File: config.mk
export PLATFORM = sky130hd
export DESIGN_NAME = dcap_timer
export DESIGN_NICKNAME = d
export VERILOG_FILES = /design/src/rtl/dcap_pkg.sv /design/src/rtl/dcap_phase.sv /design/src/rtl/dcap_counter.sv /design/src/rtl/dcap_chan.sv /design/src/rtl/dcap_timer.sv
export SDC_FILE = /design/constraint.sdc
export NUM_CORES = 1
export LEC_CHECK = 0
export ABC_AREA = 1
export ABC_CLOCK_PERIOD_IN_PS = 2400
export BUFFER_PORTS_ARGS = -buffer_cell sky130_fd_sc_hd__buf_2
export CORE_ASPECT_RATIO = 0.9
export CORE_MARGIN = 2
export CORE_UTILIZATION = 55
export CTS_CLUSTER_SIZE = 14
export DETAILED_ROUTE_END_ITERATION = 10
export GPL_ROUTABILITY_DRIVEN = 0
export PLACE_DENSITY_LB_ADDON = 0.15
export SLEW_MARGIN = 20
export SYNTH_ARGS = -nofsm -noshare
export SYNTH_HDL_FRONTEND = slang
export SYNTH_SLANG_ARGS = --single-unit
File: constraint.sdc
create_clock -name clk_i -period 2.4 [get_ports clk_i]
set_input_delay 0.72 -clock clk_i [delete_from_list [all_inputs] [get_ports clk_i]]
set_output_delay 0.72 -clock clk_i [all_outputs]
set_load 0.01 [all_outputs]
File: src/rtl/dcap_pkg.sv
package dcap_pkg;
  localparam int unsigned CNT_W  = 16;
  localparam int unsigned N_CHAN = 2;

  typedef enum logic {
    SRC_TCK  = 1'b0,
    SRC_PIN0 = 1'b1
  } cnt_src_e;
endpackage

File: src/rtl/dcap_phase.sv
module dcap_phase (
  input  logic clk_i,
  input  logic rst_n_i,
  input  logic tck_i,
  output logic rise_o,
  output logic fall_o
);
  logic tck_q;

  always_ff @(posedge clk_i or negedge rst_n_i) begin
    if (!rst_n_i) tck_q <= 1'b0;
    else          tck_q <= tck_i;
  end

  assign rise_o = tck_i & ~tck_q;
  assign fall_o = ~tck_i & tck_q;
endmodule

File: src/rtl/dcap_counter.sv
module dcap_counter #(
  parameter int unsigned W = 16
) (
  input  logic         clk_i,
  input  logic         rst_n_i,
  input  logic         run_i,
  input  logic         inc_i,
  output logic [W-1:0] cnt_o
);
  logic [W-1:0] cnt_q, cnt_d;

  always_comb begin
    cnt_d = cnt_q;
    if (!run_i)     cnt_d = '0;
    else if (inc_i) cnt_d = cnt_q + 1'b1;
  end

  always_ff @(posedge clk_i or negedge rst_n_i) begin
    if (!rst_n_i) cnt_q <= '0;
    else          cnt_q <= cnt_d;
  end

  assign cnt_o = cnt_q;

  assert_clear_R3: assert property (@(posedge clk_i) disable iff (!rst_n_i)
    !run_i |=> (cnt_o == '0));

  // one step per increment, wrapping at the top
  assert_step_R2: assert property (@(posedge clk_i) disable iff (!rst_n_i)
    (run_i && inc_i) |=> (cnt_o == W'($past(cnt_o) + 1'b1)));
endmodule

File: src/rtl/dcap_chan.sv
module dcap_chan #(
  parameter int unsigned W = 16
) (
  input  logic         clk_i,
  input  logic         rst_n_i,
  input  logic         run_i,
  input  logic         rise_i,
  input  logic         fall_i,
  input  logic         cap_trig_i,
  input  logic         cap_irq_en_i,
  input  logic         ext_trig_i,
  input  logic         mask_i,
  input  logic [W-1:0] cnt_i,
  output logic [W-1:0] cap_o,
  output logic         irq_o
);
  logic [W-1:0] cap_q, cap_d;
  logic         pcap_q, pcap_d;
  logic         pirq_q, pirq_d;
  logic         wait_q, wait_d;
  logic         irq_q, irq_d;
  logic         take_cap, take_irq;

  assign take_cap = pcap_q | cap_trig_i;
  assign take_irq = pirq_q | (cap_trig_i & cap_irq_en_i) | ext_trig_i;

  always_comb begin
    cap_d  = cap_q;
    pcap_d = pcap_q;
    pirq_d = pirq_q;
    wait_d = wait_q;
    irq_d  = 1'b0;
    if (!run_i) begin
      pcap_d = 1'b0;
      pirq_d = 1'b0;
      wait_d = 1'b0;
    end else if (fall_i) begin
      if (take_cap) cap_d = cnt_i;
      wait_d = wait_q | take_irq;
      pcap_d = 1'b0;
      pirq_d = 1'b0;
    end else begin
      pcap_d = take_cap;
      pirq_d = take_irq;
      if (rise_i) begin
        irq_d  = wait_q & ~mask_i;
        wait_d = 1'b0;
      end
    end
  end

  always_ff @(posedge clk_i or negedge rst_n_i) begin
    if (!rst_n_i) begin
      cap_q  <= '0;
      pcap_q <= 1'b0;
      pirq_q <= 1'b0;
      wait_q <= 1'b0;
      irq_q  <= 1'b0;
    end else begin
      cap_q  <= cap_d;
      pcap_q <= pcap_d;
      pirq_q <= pirq_d;
      wait_q <= wait_d;
      irq_q  <= irq_d;
    end
  end

  assign cap_o = cap_q;
  assign irq_o = irq_q;

  assert_pulse_R5: assert property (@(posedge clk_i) disable iff (!rst_n_i)
    irq_o |=> !irq_o);

  assert_irq_after_rise_R5: assert property (@(posedge clk_i) disable iff (!rst_n_i)
    irq_o |-> $past(rise_i));

  assert_cap_at_fall_R4: assert property (@(posedge clk_i) disable iff (!rst_n_i)
    (cap_o != $past(cap_o)) |-> $past(fall_i));

  assert_masked_quiet_R10: assert property (@(posedge clk_i) disable iff (!rst_n_i)
    $past(mask_i) |-> !irq_o);
endmodule

File: src/rtl/dcap_timer.sv
module dcap_timer
  import dcap_pkg::*;
#(
  parameter int unsigned W = CNT_W
) (
  input  logic         clk_i,
  input  logic         rst_n_i,
  input  logic         run_i,
  input  logic         tck_i,
  input  logic         src_sel_i,
  input  logic         rev_mode_i,
  input  logic         p0_edge_i,
  input  logic         p0_opp_i,
  input  logic         p1_edge_i,
  input  logic [1:0]   irq_mask_i,
  output logic [W-1:0] cap0_o,
  output logic [W-1:0] cap1_o,
  output logic [1:0]   irq_o
);
  logic [1:0]   rst_sync_q;
  logic         rst_n;
  logic         rise, fall, inc;
  logic [W-1:0] cnt;
  logic         src_pin0;
  logic [N_CHAN-1:0] cap_trig, cap_irq_en, ext_trig, irq_w;
  logic [W-1:0] cap_w [N_CHAN];

  always_ff @(posedge clk_i or negedge rst_n_i) begin
    if (!rst_n_i) rst_sync_q <= 2'b00;
    else          rst_sync_q <= {rst_sync_q[0], 1'b1};
  end
  assign rst_n = rst_sync_q[1];

  assign src_pin0 = (cnt_src_e'(src_sel_i) == SRC_PIN0);

  dcap_phase u_phase (
    .clk_i   (clk_i),
    .rst_n_i (rst_n),
    .tck_i   (tck_i),
    .rise_o  (rise),
    .fall_o  (fall)
  );

  assign inc = src_pin0 ? p0_edge_i : rise;

  dcap_counter #(.W(W)) u_cnt (
    .clk_i   (clk_i),
    .rst_n_i (rst_n),
    .run_i   (run_i),
    .inc_i   (inc),
    .cnt_o   (cnt)
  );

  // Trigger routing: reverse-phase mode moves register 0 to the opposite edge
  // and turns pin 1 into an external request on channel 0.
  assign cap_trig[0]   = run_i & ~src_pin0 & (rev_mode_i ? p0_opp_i : p0_edge_i);
  assign cap_irq_en[0] = ~rev_mode_i;
  assign ext_trig[0]   = run_i & rev_mode_i & p1_edge_i;
  assign cap_trig[1]   = run_i & ~rev_mode_i & p1_edge_i;
  assign cap_irq_en[1] = 1'b1;
  assign ext_trig[1]   = 1'b0;

  for (genvar k = 0; k < N_CHAN; k++) begin : g_chan
    dcap_chan #(.W(W)) u_chan (
      .clk_i        (clk_i),
      .rst_n_i      (rst_n),
      .run_i        (run_i),
      .rise_i       (rise),
      .fall_i       (fall),
      .cap_trig_i   (cap_trig[k]),
      .cap_irq_en_i (cap_irq_en[k]),
      .ext_trig_i   (ext_trig[k]),
      .mask_i       (irq_mask_i[k]),
      .cnt_i        (cnt),
      .cap_o        (cap_w[k]),
      .irq_o        (irq_w[k])
    );
  end

  assign cap0_o = cap_w[0];
  assign cap1_o = cap_w[1];
  assign irq_o  = irq_w;
endmodule

==> After elaboration in Yosys (flattened, before gate mapping) <==
Cells that the tools add are included.
{ "op_classes": {"n_addsub": 1, "eq_ne": 2, "n_mux": 23, "bitwise": 24, "reduce_logical": 2} }
{ "ops": {"columns": ["cell", "n"], "rows": [
  ["2-to-1 mux 16 bit", 2],
  ["2-to-1 mux 1 bit", 21],
  ["adder 16 x 1 -> 16 bit (second input constant)", 1],
  ["bitwise AND 1 bit", 11],
  ["bitwise OR 1 bit", 7],
  ["inverter 1 bit", 6],
  ["AND reduction 3 bit", 2],
  ["!= test 3 x 1 -> 1 bit (second input constant)", 1],
  ["!= test 2 x 1 -> 1 bit (second input constant)", 1]
]} }
{ "word_totals": {"ff_bits": 59, "in_bits": 11, "out_inout_bits": 34, "word_cells": 65} }

==> Longest topological paths before layout <==
Gate-level depths: netlist of the first run.
{ "logic_depth": {"depth_word": 9, "mapped_depth": 9, "ltp_nobuf": 9} }

==> By module <==
Synthesis of the first run repeated with hierarchy kept, for this count alone.
{ "unflattened": {"hier_cells": 339, "area_unflattened_um2": 2775.2} }
{ "by_module_without_submodules": {"columns": ["module", "instances", "cells_each", "area_each_um2", "seq_area_each_um2"], "rows": [
  ["dcap_chan", 2, 91, 830.8, 500.5],
  ["dcap_counter", 1, 135, 958.4, 400.4],
  ["dcap_timer", 1, 17, 115.1, 50.0],
  ["dcap_phase", 1, 5, 40.0, 25.0]
]} }

==> Least setup slack after synthesis of the first run <==
No wires, ideal clock.
{ "synth_timing": {"kind": "in2reg", "start": "in p0_edge_i", "end": "reg g_chan[0].u_chan.cap_q[0]", "arrival_time_ps": 1464, "required_time_ps": 2279, "path_slack_ps": 815, "stages": 8, "path_buffers": 1, "path_cell_list": "inv_1 -> o21ai_0 -> nand3_1 -> nand2_2 -> nand2_4 -> buf_6 -> nand2_1 -> o21ai_2"} }
{ "synth_via": {"elab_chain_len": 4} }
{ "synth_lines": {"columns": ["item", "line_no", "text"], "rows": [
  ["start, declared", "dcap_timer.sv:12", "input logic p0_edge_i,"],
  ["2-to-1 mux 1 bit", "dcap_timer.sv:56", "assign cap_trig[0] = run_i & ~src_pin0 & (rev_mode_i ? p0_opp_i : p0_edge_i);"],
  ["bitwise AND 1 bit", "dcap_timer.sv:56", null],
  ["bitwise OR 1 bit", "dcap_chan.sv:24", "assign take_cap = pcap_q | cap_trig_i;"],
  ["AND reduction 3 bit (no source line)", null, null],
  ["end signal, assigned", "dcap_chan.sv:60", "cap_q <= cap_d;"],
  ["end, declared", "dcap_chan.sv:17", "logic [W-1:0] cap_q, cap_d;"]
]} }
No other way between the ends.
A chain may end at the register's enable or synchronous reset.

==> Final worst setup path of the first run <==
{ "layout_timing": {"start": "in tck_i", "end": "reg g_chan[0].u_chan.cap_q[5]"} }
{ "layout_via": {"elab_chain_len": 3} }
{ "layout_lines": {"columns": ["item", "line_no", "text"], "rows": [
  ["start, declared", "dcap_timer.sv:9", "input logic tck_i,"],
  ["inverter 1 bit", "dcap_phase.sv:16", "assign fall_o = ~tck_i & tck_q;"],
  ["bitwise AND 1 bit", "dcap_phase.sv:16", null],
  ["AND reduction 3 bit (no source line)", null, null]
]} }
No other way between the ends.

==> results of run 1 <==
==> where the power goes <==
group	total, µW	internal [µW]	switching [µW]	leakage (µW)
Clock	745	391	353	0.0000860
Sequential	1060	1030	27.9	0.000808
Combinational	158	56.7	101	0.000766
Total	1960	1480	483	0.00166
==> layout by cell type, fill, tap and decap left out, drive strengths merged <==
cell type  Yosys  routed
nor4           1       1
o21ai         28      28
a21oi         10      10
nand3b         1       1
clkbuf         0      12
nand2         95      95
dfrtp         59      59
nor2          28      28
ha             1       1
nand4          5       5
nand3         25      25
inv           31      31
clkinv         0       3
nor3           5       5
o31ai          1       1
buf            9      46
conb           1       1
==> layer usage <==
layer / share of wire [%] / track usage, %
met1: 48 / 26.25
met2: 45 / 33.43
met3: 4.8 / 7.943
met4: 2.2 / 10.12
met5: 0 / 0
==> flip-flops by register name (all words and copies together) (netlist names) <==
signal / flops
u_cnt.cnt_o: 16
g_chan.u_chan.cap_o: 32
g_chan.u_chan.pcap_q: 2
g_chan.u_chan.pirq_q: 2
u_phase.tck_q: 1
g_chan.u_chan.wait_q: 2
rst_sync_q: 2
g_chan.u_chan.irq_o: 2
==> logic make-up after synthesis <==
| family | Yosys count |
|---|---|
| AO/OA/AOI/OAI | 39 |
| flip-flops | 59 |
| other | 1 |
| AND/OR/NAND/NOR | 160 |
| adder cells (fa/ha/maj) | 1 |
| buffers and inverters | 40 |
==> layout make-up <==
cell class	count	area [µm²]	share of cell area [%]
sequential	59	1478	48.28
clock inverter	3	15.01	0.4906
multi-input combinational	201	980.9	32.05
tap	62	77.57	2.535
clock buffer	12	145.1	4.742
inverter	31	116.4	3.802
timing repair buffer	46	247.7	8.095
==> how the worst max path moves through the flow <==
stage                                                      start                                      to  slack [ps]  depth (start not counted)
after global routing                                       tck_i  g_chan[0].u_chan.cap_o[10]$_DFFE_PN0P_         710                          7
after global placement                                     tck_i   g_chan[0].u_chan.cap_o[0]$_DFFE_PN0P_         480                          7
after detailed placement                                   tck_i   g_chan[0].u_chan.cap_o[5]$_DFFE_PN0P_         460                          7
final                                                      tck_i   g_chan[0].u_chan.cap_o[5]$_DFFE_PN0P_         810                          7
after CTS                 g_chan[1].u_chan.cap_o[14]$_DFFE_PN0P_                              cap1_o[14]         800                          1
after floorplan                          rst_sync_q[1]$_DFF_PN0_   g_chan[0].u_chan.cap_o[0]$_DFFE_PN0P_         640                          0
==> per-stage QoR <==
stage,setup WS (ps),cell area (µm²),hold WS (ps)
2_1_floorplan,635.7,2649,331.2
3_3_place_gp,484.0,2900,307.0
3_5_place_dp,457.8,2900,309.2
4_1_cts,798.0,3060,140.7
5_1_grt,713.2,3060,132.9
6_report,810.2,3060,155.2
==> worst max-delay path, stage by stage <==
cell,delay [ps]
buf_2,110
inv_1,50
nand2_1,80
nor2_4,340
nand2_4,280
nand2_1,160
o21ai_2,60
==> results_dict.tcl, run 1 <==
set metrics [dict create \
    status "finished clean" \
    drive_gt1_share_pct 24.72 \
    start_util_pct 58.26 \
    clk_path_buf_depth 2 \
    synth_ff_type "dfrtp_1" \
    diodes 0 \
    yosysMostFrequentCell "nand2_1" \
    p_per_area_nw_per_um2 640.6 \
    cts_resized 0 \
    p_leak_uw 0.001661 \
    r2r-end "u_cnt.cnt_o[10]$_DFFE_PN0P_" \
    worstPathArrival_ps 1810 \
    synth_mux_area_share_pct 0 \
    synth_top_family_by_area "simple AND/OR/NAND/NOR gates" \
    cap_violations 0 \
    finalNetCount 360 \
    slew_headroom_pct 58.80 \
    wl_per_cell_um 12.12 \
    tightest_slew_ps 618.0 \
    die_h_um 69.84 \
    synth-seq-area-share_pct 55.74 \
    die_x_um 77.15 \
    fmax_ghz 0.6290 \
    ys_types 23 \
    critical_path.max_fanout 26 \
    ys_top_cells_by_count "88 x nand2_1, 59 x dfrtp_1, 30 x inv_1" \
    drcViolationCount 0 \
    placementRows 23 \
    start_kind "input port" \
    antenna_found_initial 0 \
    vias 2069 \
    synth_compound_area_share_pct 9.731 \
    ioPinCount 45 \
    drt_iter0_drc 74 \
    grt_max_degree 31 \
    crit_type "input port to flop" \
    dp_cells 399 \
    yosysTopAreaCellShare_pct 55.74 \
    synthSimpleGateAreaFrac_pct 26.69 \
    cts_tree "done" \
    synthAdderAreaFrac_pct 0.4724 \
    syn-instance-count 300 \
    hold_buffers 0 \
    final.setup.tns_ps 0 \
    grt_overflow 0 \
    setup_viol 0 \
    synth-seq-cells 59 \
    fin_crit_sh_pct 66.24 \
    final_util_pct 67.31 \
    synth_area_leaders "dfrtp_1 56%, nand2_1 12%, o21ai_2 5.3%" \
    grt_first_pass_wirelength_um 8818 \
    required_ps 2620 \
    yosysTopAreaCell "dfrtp_1" \
    drtPass1Iterations 4 \
    cts_setup_buffers 0 \
    area_delta_synth_final_pct 15.54 \
    final-hold-violation-count 0 \
    post-dp-hpwl_um 3518 \
    die_area_um2 5388 \
    r2r-start "u_cnt.cnt_o[0]$_DFFE_PN0P_" \
    clk_pin_slew_worst_paths_ps 60 \
    clockRootBuffer "clkbuf_8" \
    skew_ps 3.710 \
    crit_path_end_kind "flop" \
    clkLatencyLatePin_ps 340 \
    h-tree-depth 3 \
    layout.cells.non_filler 414 \
    r2r_slack_ps 990 \
    yosys_warnings 0 \
    reg2reg_depth 8 \
    synth-edff-count 0 \
    synth_xor_area_share_pct 0 \
    numCtsBuffers 9 \
    grt_pass1_vias 1975 \
    core-area_um2 4547 \
    min_path_type "input port to asynchronous set/reset pin" \
    drv_slew 0 \
    ir_worst_vdd_uv 473.3 \
    io_buffer_count 44 \
    fin_crit_ps 1590 \
    netlist_area_um2 2649 \
    vias_per_cell 4.998 \
    p_total_uw 1961 \
    cts.sinks 59 \
    synthesis.nets 312 \
    grtUsageTotal_pct 21.35 \
    finalWirelength_um 5016 \
    synth-async-reset-ratio_pct 100.0 \
    synth.avg_cell_area_um2 8.829 \
    rsz0062_at_grt "false" \
    antenna_left 0 \
    nFillCells 403 \
]
Note: power is estimated with default switching activity, not from simulation.
==> run 2: changes to the inputs <==
--- a/config.mk
+++ b/config.mk
@@ -5,12 +5,12 @@
 export SDC_FILE = /design/constraint.sdc
 export NUM_CORES = 1
 export LEC_CHECK = 0
-export ABC_AREA = 1
-export ABC_CLOCK_PERIOD_IN_PS = 2400
+export ABC_AREA = 0
+export ABC_CLOCK_PERIOD_IN_PS = 1340
 export BUFFER_PORTS_ARGS = -buffer_cell sky130_fd_sc_hd__buf_2
 export CORE_ASPECT_RATIO = 0.9
 export CORE_MARGIN = 2
-export CORE_UTILIZATION = 55
+export CORE_UTILIZATION = 49
 export CTS_CLUSTER_SIZE = 14
 export DETAILED_ROUTE_END_ITERATION = 10
 export GPL_ROUTABILITY_DRIVEN = 0
==> constraint.sdc (replaced) <==
create_clock -name clk_i -period 1.34 [get_ports clk_i]
set_input_delay 0.402 -clock clk_i [delete_from_list [all_inputs] [get_ports clk_i]]
set_output_delay 0.402 -clock clk_i [all_outputs]
set_load 0.01 [all_outputs]
==> run 2 against run 1 <==
The run now ends with setup timing left; total power up 82%; clock skew up 0.76 ps; register-to-register slack worse by 1400 ps; global-route usage down 0.23 points; first-iteration DRC count up 59%; combinational power up 91%; wire length up 9.4%; final cell count down 12%; sequential cell count unchanged; critical path depth down 3; hold slack better by 73 ps; critical endpoint is now u_cnt.cnt_o[15]$_DFFE_PN0P_; largest cell class unchanged.
==> results_dict.tcl, run 2 <==
set metrics [dict create \
    status "complete, but fails checks" \
    violations "setup timing" \
    clkLatencyLatePin_ps 330 \
    synth-async-reset-ratio_pct 100.0 \
    vias_per_cell 5.151 \
    yosysTopAreaCellShare_pct 59.84 \
    multiInputGateArea_um2 1111 \
    core-area_um2 4835 \
    die_x_um 78.80 \
    antenna_left 0 \
    r2r-start "u_phase.tck_q$_DFF_PN0_" \
    h-tree-depth 3 \
    critical_path.top_delay_family "simple AND/OR/NAND/NOR gates" \
    drt_iter0_drc 118 \
    cp-startpoint "u_phase.tck_q$_DFF_PN0_" \
    synth.avg_cell_area_um2 12.52 \
    die_h_um 71.32 \
    drv_slew 0 \
    synth_top_family_by_area "multiplexers" \
    r2r_slack_ps -440 \
    ys_types 34 \
    yosys_warnings 0 \
    syn-instance-count 197 \
    synth_compound_area_share_pct 8.976 \
    grt_max_degree 58 \
    synthesis.nets 209 \
    vias 1875 \
    drtPass1Iterations 4 \
    yosysTopAreaCell "dfrtp_1" \
    clockRootBuffer "clkbuf_8" \
    drcViolationCount 0 \
    grtUsageTotal_pct 21.12 \
    critical_path.max_fanout 5 \
    io_buffer_count 44 \
    min_path_type "input port to flop" \
    r2r-end "u_cnt.cnt_o[15]$_DFFE_PN0P_" \
    placementRows 24 \
    dp_cells 340 \
    drive_gt1_share_pct 53.85 \
    swShare_pct 23.29 \
    numCtsBuffers 9 \
    p_clk_share_pct 39.7 \
    placed_cell_area_um2 3126 \
    nFillCells 342 \
    netlist_area_um2 2467 \
    cp_slowest_cell "or4_4" \
    finalNetCount 306 \
    start_kind "flop" \
    synth-seq-area-share_pct 59.84 \
    final_util_pct 72.67 \
    worstPathArrival_ps 2040 \
    path_buf_inv 0 \
    largest_reg_flops 32 \
    final.setup.tns_ps -7471 \
    synthAdderAreaFrac_pct 0.5071 \
    grt_pass1_vias 1865 \
    cts.sinks 59 \
    grt_overflow 0 \
    crit_path_end_kind "flop" \
    wl_per_cell_um 15.08 \
    post-dp-hpwl_um 3434 \
    synth_area_leaders "dfrtp_1 60%, mux2_2 14%, xnor2_1 3.2%" \
    ioPinCount 45 \
    path_cells "or3b_4, a211o_4, or4_4, a21oi_2" \
    fin_crit_sh_pct 132.7 \
    grt_first_pass_wirelength_um 8949 \
    antenna_found_initial 0 \
    synth_mux_area_share_pct 14.15 \
    fmax_ghz 0.5623 \
    p_comb_share_pct 8.4 \
    layout_commonest_cell "dfrtp_1" \
    final-hold-violation-count 0 \
    register_area_um2 1478 \
    ir_worst_vdd_uv 899.1 \
    synth-edff-count 0 \
    cts_tree "done" \
    diodes 0 \
    p_leak_uw 0.001727 \
    layout.cells.non_filler 364 \
    fin_crit_ps 1778 \
    skew_ps 4.469 \
    rsz0062_at_grt "true" \
    setup_viol 33 \
    p_int_uw 2736 \
    clk_path_buf_depth 2 \
    ys_top_cells_by_count "59 x dfrtp_1, 31 x mux2_2, 15 x nor2_1" \
    start_util_pct 51.04 \
    mostFrequentLayoutCells "58 x dfrtp_1, 43 x buf_2, 41 x buf_4" \
    max_stage_delay_ps 420 \
    worst-path-stages 4 \
    reg2reg_depth 4 \
    setup_ws_ps -438.3 \
    crit_type "flop to flop" \
    synth_xor_area_share_pct 3.195 \
    synth_ff_type "dfrtp_1" \
    crit_end "u_cnt.cnt_o[15]$_DFFE_PN0P_" \
    p_seq_share_pct 51.9 \
    finalWirelength_um 5490 \
    timing.hold.ws_ps 227.9 \
    synthSimpleGateAreaFrac_pct 10.29 \
    synth-seq-cells 59 \
    area_delta_synth_final_pct 42.39 \
    design_area_um2 3513 \
    required_ps 1600 \
    die_area_um2 5620 \
    yosysMostFrequentCell "dfrtp_1" \
    cap_violations 0 \
    clk_pin_slew_worst_paths_ps 60 \
    p_per_area_nw_per_um2 1015 \
    switching_power_uw 830.9 \
]
[run 2: final cells by class]
type,count,share of cell area [%]
sequential,59,42.06
multi-input combinational,124,31.62
timing repair buffer,93,18.34
clock buffer,14,4.630
tap,65,2.315
inverter,7,0.7479
clock inverter,2,0.2849
[run 2: layer usage]
layer	routed length (µm)	vias to the layer above	track usage [%]
li1	-	888	-
met1	2505	938	27.64
met2	2706	39	33.71
met3	213	10	7.557
met4	65	0	5.848
met5	0	-	0
[run 2: worst min-delay path by stage]
stage                                       endpoint          start  slack [ps]  cells past startpoint
finish              g_chan[1].u_chan.irq_o$_DFF_PN0_  irq_mask_i[1]         230                      2
global route        g_chan[1].u_chan.irq_o$_DFF_PN0_  irq_mask_i[1]         210                      2
CTS                 g_chan[0].u_chan.irq_o$_DFF_PN0_  irq_mask_i[0]         220                      2
detailed placement           rst_sync_q[0]$_DFF_PN0_        rst_n_i         190                      1
global placement             rst_sync_q[0]$_DFF_PN0_        rst_n_i         190                      1
floorplan                    rst_sync_q[0]$_DFF_PN0_        rst_n_i         110                      0
[run 2: power by group through the flow]
| stage | logic (µW) | registers [µW] | clock network (µW) |
|---|---|---|---|
| 6_report | 301 | 1850 | 1420 |
| 5_1_grt | 331 | 1860 | 1540 |
| 4_1_cts | 295 | 1850 | 1450 |
| 3_5_place_dp | 272 | 1880 | 0 |
| 3_3_place_gp | 267 | 1880 | 0 |
| 2_1_floorplan | 108 | 1920 | 0 |
[run 2: stage by stage]
stage / worst slack, ps / total power, µW
after floorplan: -410.8 / 2025
after global placement: -530.2 / 2148
after detailed placement: -591.9 / 2154
after CTS: -438.1 / 3595
after global routing: -481.8 / 3723
final: -438.3 / 3567
[run 2: what timing repair did]
item / CTS / global route
resized for setup: 25 / 11
hold buffers: 1 / 0
cloned: 1 / 0
setup endpoints to repair: 33 / 46
pin swaps: 17 / 7
setup buffers: 5 / 5
hold endpoints to repair: 2 / 0
[run 2: cell families after synthesis]
family                   count (synthesis)
adder cells (fa/ha/maj)                  1
flip-flops                              59
buffers and inverters                   14
XOR/XNOR                                 9
AND/OR/NAND/NOR                         49
multiplexers                            31
other                                    1
AO/OA/AOI/OAI                           33
